`src/rtl/enum_walk_pkg.sv`:
```
`timescale 1ns/1ps
package enum_walk_pkg;

  localparam int WORD_W    = 32;
  localparam int AW        = 32;
  localparam int CNT_W     = 16;
  localparam int REC_BYTES = 64;
  localparam int REC_SHIFT = $clog2(REC_BYTES);
  localparam int REC_WORDS = REC_BYTES / (WORD_W / 8);
  localparam int WIDX_W    = $clog2(REC_WORDS);

  // word slots inside a record (byte offset = slot * 4)
  localparam logic [WIDX_W-1:0] W_MAGIC  = WIDX_W'(0);
  localparam logic [WIDX_W-1:0] W_COUNT  = WIDX_W'(1);
  localparam logic [WIDX_W-1:0] W_FIRST  = WIDX_W'(3);
  localparam logic [WIDX_W-1:0] W_LAST   = WIDX_W'(5);
  localparam logic [WIDX_W-1:0] W_VEN_HI = WIDX_W'(6);
  localparam logic [WIDX_W-1:0] W_VEN_LO = WIDX_W'(7);
  localparam logic [WIDX_W-1:0] W_DEVID  = WIDX_W'(8);
  localparam logic [WIDX_W-1:0] W_CHILD  = WIDX_W'(9);
  localparam logic [WIDX_W-1:0] W_KIND   = WIDX_W'(REC_WORDS - 1);

  // record kinds
  localparam logic [7:0] K_HDR    = 8'h00;
  localparam logic [7:0] K_DEV    = 8'h01;
  localparam logic [7:0] K_BRIDGE = 8'h02;
  localparam logic [7:0] K_INTEG  = 8'h80;

  typedef struct packed {
    logic [WORD_W-1:0]   magic;
    logic [CNT_W-1:0]    count;
    logic [WORD_W-1:0]   first;
    logic [WORD_W-1:0]   last;
    logic [2*WORD_W-1:0] vendor;
    logic [WORD_W-1:0]   devid;
    logic [WORD_W-1:0]   child;
    logic [7:0]          kind;
  } rec_t;

  typedef struct packed {
    logic [AW-1:0]    tbl;
    logic [CNT_W-1:0] idx;
    logic [CNT_W-1:0] cnt;
    logic [AW-1:0]    base;
  } frame_t;

  typedef enum logic [2:0] {
    S_IDLE, S_HDR, S_NEXT, S_REC, S_EMIT, S_DONE, S_ERR
  } walk_st_t;

endpackage

```
`src/rtl/enum_rec_fetch.sv`:
```
`timescale 1ns/1ps
module enum_rec_fetch
  import enum_walk_pkg::*;
(
  input  logic              clk,
  input  logic              rst_n,
  input  logic              go,
  input  logic [AW-1:0]     go_addr,
  output logic              busy,
  output logic              fdone,
  output rec_t              rec,
  output logic              rd_req,
  output logic [AW-1:0]     rd_addr,
  input  logic              rd_ack,
  input  logic [WORD_W-1:0] rd_data
);

  logic              act_q, act_d;
  logic [WIDX_W-1:0] widx_q, widx_d;
  logic [AW-1:0]     rbase_q, rbase_d;
  rec_t              rec_q, rec_d;
  logic              fdone_q, fdone_d;

  always_comb begin
    act_d   = act_q;
    widx_d  = widx_q;
    rbase_d = rbase_q;
    rec_d   = rec_q;
    fdone_d = 1'b0;
    if (!act_q) begin
      if (go) begin
        act_d   = 1'b1;
        widx_d  = '0;
        rbase_d = go_addr;
      end
    end else if (rd_ack) begin
      case (widx_q)
        W_MAGIC:  rec_d.magic               = rd_data;
        W_COUNT:  rec_d.count               = rd_data[CNT_W-1:0];
        W_FIRST:  rec_d.first               = rd_data;
        W_LAST:   rec_d.last                = rd_data;
        W_VEN_HI: rec_d.vendor[2*WORD_W-1:WORD_W] = rd_data;
        W_VEN_LO: rec_d.vendor[WORD_W-1:0]  = rd_data;
        W_DEVID:  rec_d.devid               = rd_data;
        W_CHILD:  rec_d.child               = rd_data;
        W_KIND:   rec_d.kind                = rd_data[7:0];
        default:  ;
      endcase
      if (widx_q == W_KIND) begin
        act_d   = 1'b0;
        fdone_d = 1'b1;
      end else begin
        widx_d = widx_q + WIDX_W'(1);
      end
    end
  end

  always_ff @(posedge clk or negedge rst_n) begin
    if (!rst_n) begin
      act_q   <= 1'b0;
      widx_q  <= '0;
      rbase_q <= '0;
      rec_q   <= '0;
      fdone_q <= 1'b0;
    end else begin
      act_q   <= act_d;
      widx_q  <= widx_d;
      rbase_q <= rbase_d;
      rec_q   <= rec_d;
      fdone_q <= fdone_d;
    end
  end

  assign busy    = act_q;
  assign fdone   = fdone_q;
  assign rec     = rec_q;
  assign rd_req  = act_q;
  assign rd_addr = rbase_q + AW'({widx_q, 2'b00});


  rd_hold_chk: assert property (@(posedge clk) disable iff (!rst_n)
    rd_req && !rd_ack |=> rd_req && $stable(rd_addr));


  rd_stride_chk: assert property (@(posedge clk) disable iff (!rst_n)
    rd_req && rd_ack && (rd_addr[5:2] != 4'hF) |=> rd_req && (rd_addr == $past(rd_addr) + AW'(4)));

endmodule

```
`src/rtl/enum_ret_stack.sv`:
```
`timescale 1ns/1ps
module enum_ret_stack
  import enum_walk_pkg::*;
#(
  parameter int DEPTH = 4
) (
  input  logic   clk,
  input  logic   rst_n,
  input  logic   clr,
  input  logic   push,
  input  logic   pop,
  input  frame_t din,
  output frame_t top,
  output logic   full,
  output logic   empty
);

  localparam int SP_W = $clog2(DEPTH + 1);

  logic [SP_W-1:0] sp_q, sp_d;
  frame_t          slot_q [DEPTH];

  always_comb begin
    sp_d = sp_q;
    if (clr)               sp_d = '0;
    else if (push && !full) sp_d = sp_q + SP_W'(1);
    else if (pop && !empty) sp_d = sp_q - SP_W'(1);
  end

  always_ff @(posedge clk or negedge rst_n) begin
    if (!rst_n) sp_q <= '0;
    else        sp_q <= sp_d;
  end

  for (genvar g = 0; g < DEPTH; g++) begin : g_slot
    always_ff @(posedge clk or negedge rst_n) begin
      if (!rst_n)                           slot_q[g] <= '0;
      else if (push && (sp_q == SP_W'(g)))  slot_q[g] <= din;
    end
  end

  always_comb begin
    top = '0;
    for (int i = 0; i < DEPTH; i++) begin
      if (sp_q == SP_W'(i + 1)) top = slot_q[i];
    end
  end

  assign full  = (sp_q == SP_W'(DEPTH));
  assign empty = (sp_q == '0);


  no_overflow_chk: assert property (@(posedge clk) disable iff (!rst_n)
    push |-> !full);


  no_underflow_chk: assert property (@(posedge clk) disable iff (!rst_n)
    pop |-> !empty);


  push_pop_excl_chk: assert property (@(posedge clk) disable iff (!rst_n)
    !(push && pop));

endmodule

```
`src/rtl/enum_walker.sv`:
```
`timescale 1ns/1ps
module enum_walker
  import enum_walk_pkg::*;
#(
  parameter int          DEPTH = 4,
  parameter logic [31:0] MAGIC = 32'h5DB0_0C1E
) (
  input  logic        clk,
  input  logic        rst_n,
  input  logic        start,
  input  logic [31:0] root_addr,
  output logic        busy,
  output logic        done,
  output logic        err,
  output logic        rd_req,
  output logic [31:0] rd_addr,
  input  logic        rd_ack,
  input  logic [31:0] rd_data,
  output logic        ent_valid,
  input  logic        ent_ready,
  output logic [63:0] ent_vendor,
  output logic [31:0] ent_device,
  output logic [31:0] ent_first,
  output logic [31:0] ent_last
);

  walk_st_t         st_q, st_d;
  logic [AW-1:0]    tbl_q, tbl_d, base_q, base_d;
  logic [CNT_W-1:0] idx_q, idx_d, cnt_q, cnt_d;
  logic [63:0]      ven_q, ven_d;
  logic [31:0]      dev_q, dev_d, first_q, first_d, last_q, last_d;

  logic          go, fbusy, fdone;
  logic [AW-1:0] go_addr;
  rec_t          rec;
  logic          push, pop, clr, full, empty;
  frame_t        frame_in, top;

  enum_rec_fetch u_fetch (
    .clk     (clk),
    .rst_n   (rst_n),
    .go      (go),
    .go_addr (go_addr),
    .busy    (fbusy),
    .fdone   (fdone),
    .rec     (rec),
    .rd_req  (rd_req),
    .rd_addr (rd_addr),
    .rd_ack  (rd_ack),
    .rd_data (rd_data)
  );

  enum_ret_stack #(.DEPTH(DEPTH)) u_stack (
    .clk   (clk),
    .rst_n (rst_n),
    .clr   (clr),
    .push  (push),
    .pop   (pop),
    .din   (frame_in),
    .top   (top),
    .full  (full),
    .empty (empty)
  );

  assign frame_in = '{tbl: tbl_q, idx: idx_q, cnt: cnt_q, base: base_q};

  always_comb begin
    st_d    = st_q;
    tbl_d   = tbl_q;
    base_d  = base_q;
    idx_d   = idx_q;
    cnt_d   = cnt_q;
    ven_d   = ven_q;
    dev_d   = dev_q;
    first_d = first_q;
    last_d  = last_q;
    go      = 1'b0;
    go_addr = tbl_q;
    push    = 1'b0;
    pop     = 1'b0;
    clr     = 1'b0;
    case (st_q)
      S_IDLE, S_DONE, S_ERR: begin
        if (start) begin
          clr     = 1'b1;
          go      = 1'b1;
          go_addr = root_addr;
          tbl_d   = root_addr;
          base_d  = '0;
          st_d    = S_HDR;
        end
      end
      S_HDR: begin
        if (fdone) begin
          if ((rec.kind == K_HDR) && (rec.magic == MAGIC)) begin
            cnt_d = rec.count;
            idx_d = CNT_W'(1);
            st_d  = S_NEXT;
          end else begin
            st_d = S_ERR;
          end
        end
      end
      S_NEXT: begin
        if (idx_q >= cnt_q) begin
          if (empty) begin
            st_d = S_DONE;
          end else begin
            pop    = 1'b1;
            tbl_d  = top.tbl;
            idx_d  = top.idx + CNT_W'(1);
            cnt_d  = top.cnt;
            base_d = top.base;
          end
        end else begin
          go      = 1'b1;
          go_addr = tbl_q + (AW'(idx_q) << REC_SHIFT);
          st_d    = S_REC;
        end
      end
      S_REC: begin
        if (fdone) begin
          case (rec.kind)
            K_DEV: begin
              ven_d   = rec.vendor;
              dev_d   = rec.devid;
              first_d = base_q + rec.first;
              last_d  = base_q + rec.last;
              st_d    = S_EMIT;
            end
            K_BRIDGE: begin
              if (full) begin
                st_d = S_ERR;
              end else begin
                push    = 1'b1;
                base_d  = base_q + rec.first;
                tbl_d   = base_q + rec.child;
                go      = 1'b1;
                go_addr = base_q + rec.child;
                st_d    = S_HDR;
              end
            end
            default: begin
              idx_d = idx_q + CNT_W'(1);
              st_d  = S_NEXT;
            end
          endcase
        end
      end
      S_EMIT: begin
        if (ent_ready) begin
          idx_d = idx_q + CNT_W'(1);
          st_d  = S_NEXT;
        end
      end
      default: st_d = S_IDLE;
    endcase
  end

  always_ff @(posedge clk or negedge rst_n) begin
    if (!rst_n) begin
      st_q    <= S_IDLE;
      tbl_q   <= '0;
      base_q  <= '0;
      idx_q   <= '0;
      cnt_q   <= '0;
      ven_q   <= '0;
      dev_q   <= '0;
      first_q <= '0;
      last_q  <= '0;
    end else begin
      st_q    <= st_d;
      tbl_q   <= tbl_d;
      base_q  <= base_d;
      idx_q   <= idx_d;
      cnt_q   <= cnt_d;
      ven_q   <= ven_d;
      dev_q   <= dev_d;
      first_q <= first_d;
      last_q  <= last_d;
    end
  end

  assign busy       = (st_q != S_IDLE) && (st_q != S_DONE) && (st_q != S_ERR);
  assign done       = (st_q == S_DONE);
  assign err        = (st_q == S_ERR);
  assign ent_valid  = (st_q == S_EMIT);
  assign ent_vendor = ven_q;
  assign ent_device = dev_q;
  assign ent_first  = first_q;
  assign ent_last   = last_q;


  ent_hold_chk: assert property (@(posedge clk) disable iff (!rst_n)
    ent_valid && !ent_ready |=> ent_valid && $stable(ent_vendor) && $stable(ent_device)
                                && $stable(ent_first) && $stable(ent_last));


  emit_quiet_chk: assert property (@(posedge clk) disable iff (!rst_n)
    ent_valid |-> !rd_req);


  done_err_excl_chk: assert property (@(posedge clk) disable iff (!rst_n)
    !(done && err));


  err_quiet_chk: assert property (@(posedge clk) disable iff (!rst_n)
    err |-> !rd_req && !ent_valid);


  done_hold_chk: assert property (@(posedge clk) disable iff (!rst_n)
    done && !start |=> done);


  fetch_idle_go_chk: assert property (@(posedge clk) disable iff (!rst_n)
    go |-> !fbusy);

endmodule

```
`config.mk`:
```
export PLATFORM = sky130hd
export DESIGN_NAME = enum_walker
export DESIGN_NICKNAME = d
export VERILOG_FILES = /design/src/rtl/enum_walk_pkg.sv /design/src/rtl/enum_rec_fetch.sv /design/src/rtl/enum_ret_stack.sv /design/src/rtl/enum_walker.sv
export SDC_FILE = /design/constraint.sdc
export NUM_CORES = 2
export LEC_CHECK = 0
export BUFFER_PORTS_ARGS = -buffer_cell sky130_fd_sc_hd__buf_2
export CAP_MARGIN = 20
export CORE_MARGIN = 3
export CORE_UTILIZATION = 28
export DETAILED_ROUTE_END_ITERATION = 12
export SLEW_MARGIN = 10
export SYNTH_ARGS = -nofsm -noshare
export SYNTH_HDL_FRONTEND = slang
export SYNTH_SLANG_ARGS = --single-unit
```
`constraint.sdc`:
```
create_clock -name clk -period 2.8 [get_ports clk]
set_input_delay 0.42 -clock clk [delete_from_list [all_inputs] [get_ports clk]]
set_output_delay 0.42 -clock clk [all_outputs]
set_load 0.05 [all_outputs]
```
==> out/metrics.csv <==
metric,value,unit
outcome,"finished, violations left",
violations,negative setup slack,
postRouteAntennaNets,0,
grt.total_usage,18.28,%
crit_slowest_cell,dfrtp_2,
period_share,128.6,%
first_pass_iters,6,
postSynthAreaPerCell,10.98,um2
die_area,170500,um2
grt_pass1_vias,36436,
clock-sinks,932,
crit_fanout,4,
ys_ff_latch,932,
path_class,register to output port,
clock.fmax,277.7,MHz
start_kind,register,
top_register,u_stack.slot_q,
numCtsBuffers,104,
hold_slack,0.1236,ns
dp_hpwl,108900,um
yosysSeqAreaShare,50.31,%
ys.flop_type,dfrtp_1,
post-route-drc-count,0,
slew_viol_final,0,
grt_overflow_total,0,
finalHoldViolCount,0,
portBuffers,265,
synth_edf_count,0,
max_stage_delay,0.50,ns
hold_class,input pin to register,
yosysWarnings,0,
cts_max_level,3,
clk_latency,0.74,ns
wire_per_inst,22.55,um
vias_per_cell,5.128,
syn_inst,4223,
finClkSkew,0.07434,ns
critPathCaptureType,output port,
leakagePower,29.50,nW
vias,37333,
cts_root_buf,clkbuf_16,
synth_nets,4437,
largest_register_ffs,384,
slew_headroom,40.31,%
clk_pin_slew,0.06,ns
nets,5223,
wirelength,164100,um
cts_buffer_depth,3,
async_reset_ff_share,100.0,%
grt_max_degree,108,
drive_above_1_share,45.43,%
dp_slack,-0.5300,ns
ys_types,90,
setup_tns,-45.33,ns
area_growth,36.81,%
core_area,163700,um2
powerDensity,1148,nW/um2
period_needed,3.601,ns
max_cap_violations,0,
num_rows,148,
initial_core_util,28.32,%
cts_tree,yes,
netlist_area,46360,um2
setup_ws,-0.8007,ns
drt_iter0_markers,3210,
die_y,412.9,um
io_pins,266,
die_w,412.9,um
rsz0062_at_grt,true,
cp_cell_sequence,"ha_4, inv_2, fa_2, nor2b_1, o21ai_1, nand2b_1, nor2b_4, nand4_1, nor2_4, buf_6, nand3_4, xnor2_4, buf_8",
peakVddDrop,0.001662,V
worst_pin_slew,0.8860,ns
antenna_found_initial,22,
setup_violations,194,
final_cell_mix,"911 x dfrtp_1, 678 x mux2_2, 488 x buf_4",
mostFrequentLayoutCell,dfrtp_1,
crit_arrival,3.18,ns
grt_pass1_wl,235800,um
nFillCells,15718,
crit_required,2.38,ns
gp_congestion,0.9319,
cells by family after synthesis:
logic type      count (synthesis)  share of synthesized area, %
compound gates               1033                         13.96
simple gates                  945                         9.166
flops                         932                         50.31
mux                           711                         17.20
buf+inv                       319                         2.761
fa+ha+maj                     145                         3.994
xor+xnor                      138                         2.607
per-layer routing:
| layer | up-vias | routed length [um] | global-route usage (%) |
|---|---|---|---|
| li1 | 16831 | - | - |
| met1 | 18959 | 73910 | 25.95 |
| met2 | 1295 | 71690 | 27.30 |
| met3 | 240 | 13930 | 4.820 |
| met4 | 8 | 4459 | 5.023 |
| met5 | - | 149 | 0.4885 |
worst max-delay path: cells and delay by family (launching register included):
family / cells / cell delay [ns]
AOI/OAI and AO/OA: 1 / 0.06
DFF: 1 / 0.50
buffers and inverters: 3 / 0.33
adders and majority gates: 2 / 0.53
and+or+nand+nor: 6 / 0.86
xor gates and xnor gates: 1 / 0.17
cells in the mapped netlist, drive strengths merged, types with 33 or more instances:
library cell | n | area share, %
clkbuf | 167 | 1.4
xnor2 | 76 | 1.4
a31oi | 43 | 0.58
nor2b | 33 | 0.45
nand2 | 386 | 3.1
nand2b | 37 | 0.50
ha | 140 | 3.8
a22oi | 113 | 1.8
mux2 | 686 | 17
nor2 | 303 | 2.5
buf | 85 | 0.87
a21oi | 282 | 3.1
xor2 | 62 | 1.2
o21ai | 298 | 3.2
a21o | 54 | 0.87
dfrtp | 932 | 50
inv | 67 | 0.54
nand3 | 55 | 0.62
where the power goes:
| part | internal (mW) | total, mW | switching [mW] | leakage, nW |
|---|---|---|---|---|
| sequential | 16.3 | 19.0 | 2.70 | 12.4 |
| combinational | 17.7 | 39.3 | 21.6 | 15.3 |
| clock | 8.49 | 14.6 | 6.08 | 1.81 |
final timing paths:
kind | startpoint | to | slack [ns] | depth (start not counted)
max | u_fetch.widx_q[0]$_DFFE_PN0P_ | rd_addr[30] | -0.80 | 13
min | root_addr[2] | u_fetch.rbase_q[2]$_DFFE_PN0P_ | 0.12 | 3
max reg2reg | base_q[0]$_DFFE_PN0P_ | base_q[24]$_DFFE_PN0P_ | -0.42 | 14
min reg2reg | ent_first[18]$_DFFE_PN0P_ | ent_first[18]$_DFFE_PN0P_ | 0.47 | 2
max in group asynchronous | rst_n | u_stack.slot_q[121]$_DFFE_PN0P_ | 1.48 | 3
min in group asynchronous | rst_n | u_fetch.rec[194]$_DFFE_PN0P_ | 0.29 | 2
per-stage QoR:
step | std cells | total power [mW] | utilization, % | area (um2)
after global routing | 7275 | 76.39 | 38.74 | 63410
after floorplan | 4223 | 34.83 | - | 46630
final | 7280 | 72.84 | 38.75 | 63430
after detailed placement | 6957 | 49.30 | 33.31 | 54530
after global placement | 6957 | 48.89 | 33.31 | 54530
after CTS | 7219 | 68.15 | 37.07 | 60690
area by class of cell:
class	instances	area (um2)	area share, %
multi-input cells	2973	25280	39.85
flip-flops and latches	932	23350	36.81
repair buffers	931	8158	12.86
clock buffers	147	3004	4.736
well taps	2175	2721	4.291
clock inverters	50	651.9	1.028
inverters	67	251.5	0.3965
diodes	5	12.51	0.01973
timing repair:
item	4_1_cts	5_1_grt
resized for setup	384	498
cloned	14	18
pin swaps	146	217
setup buffers	58	65
hold buffers	2	0
setup endpoints to repair	379	586
endpoints found under the hold margin	34	0
Note: power is estimated with default switching activity, not from simulation.
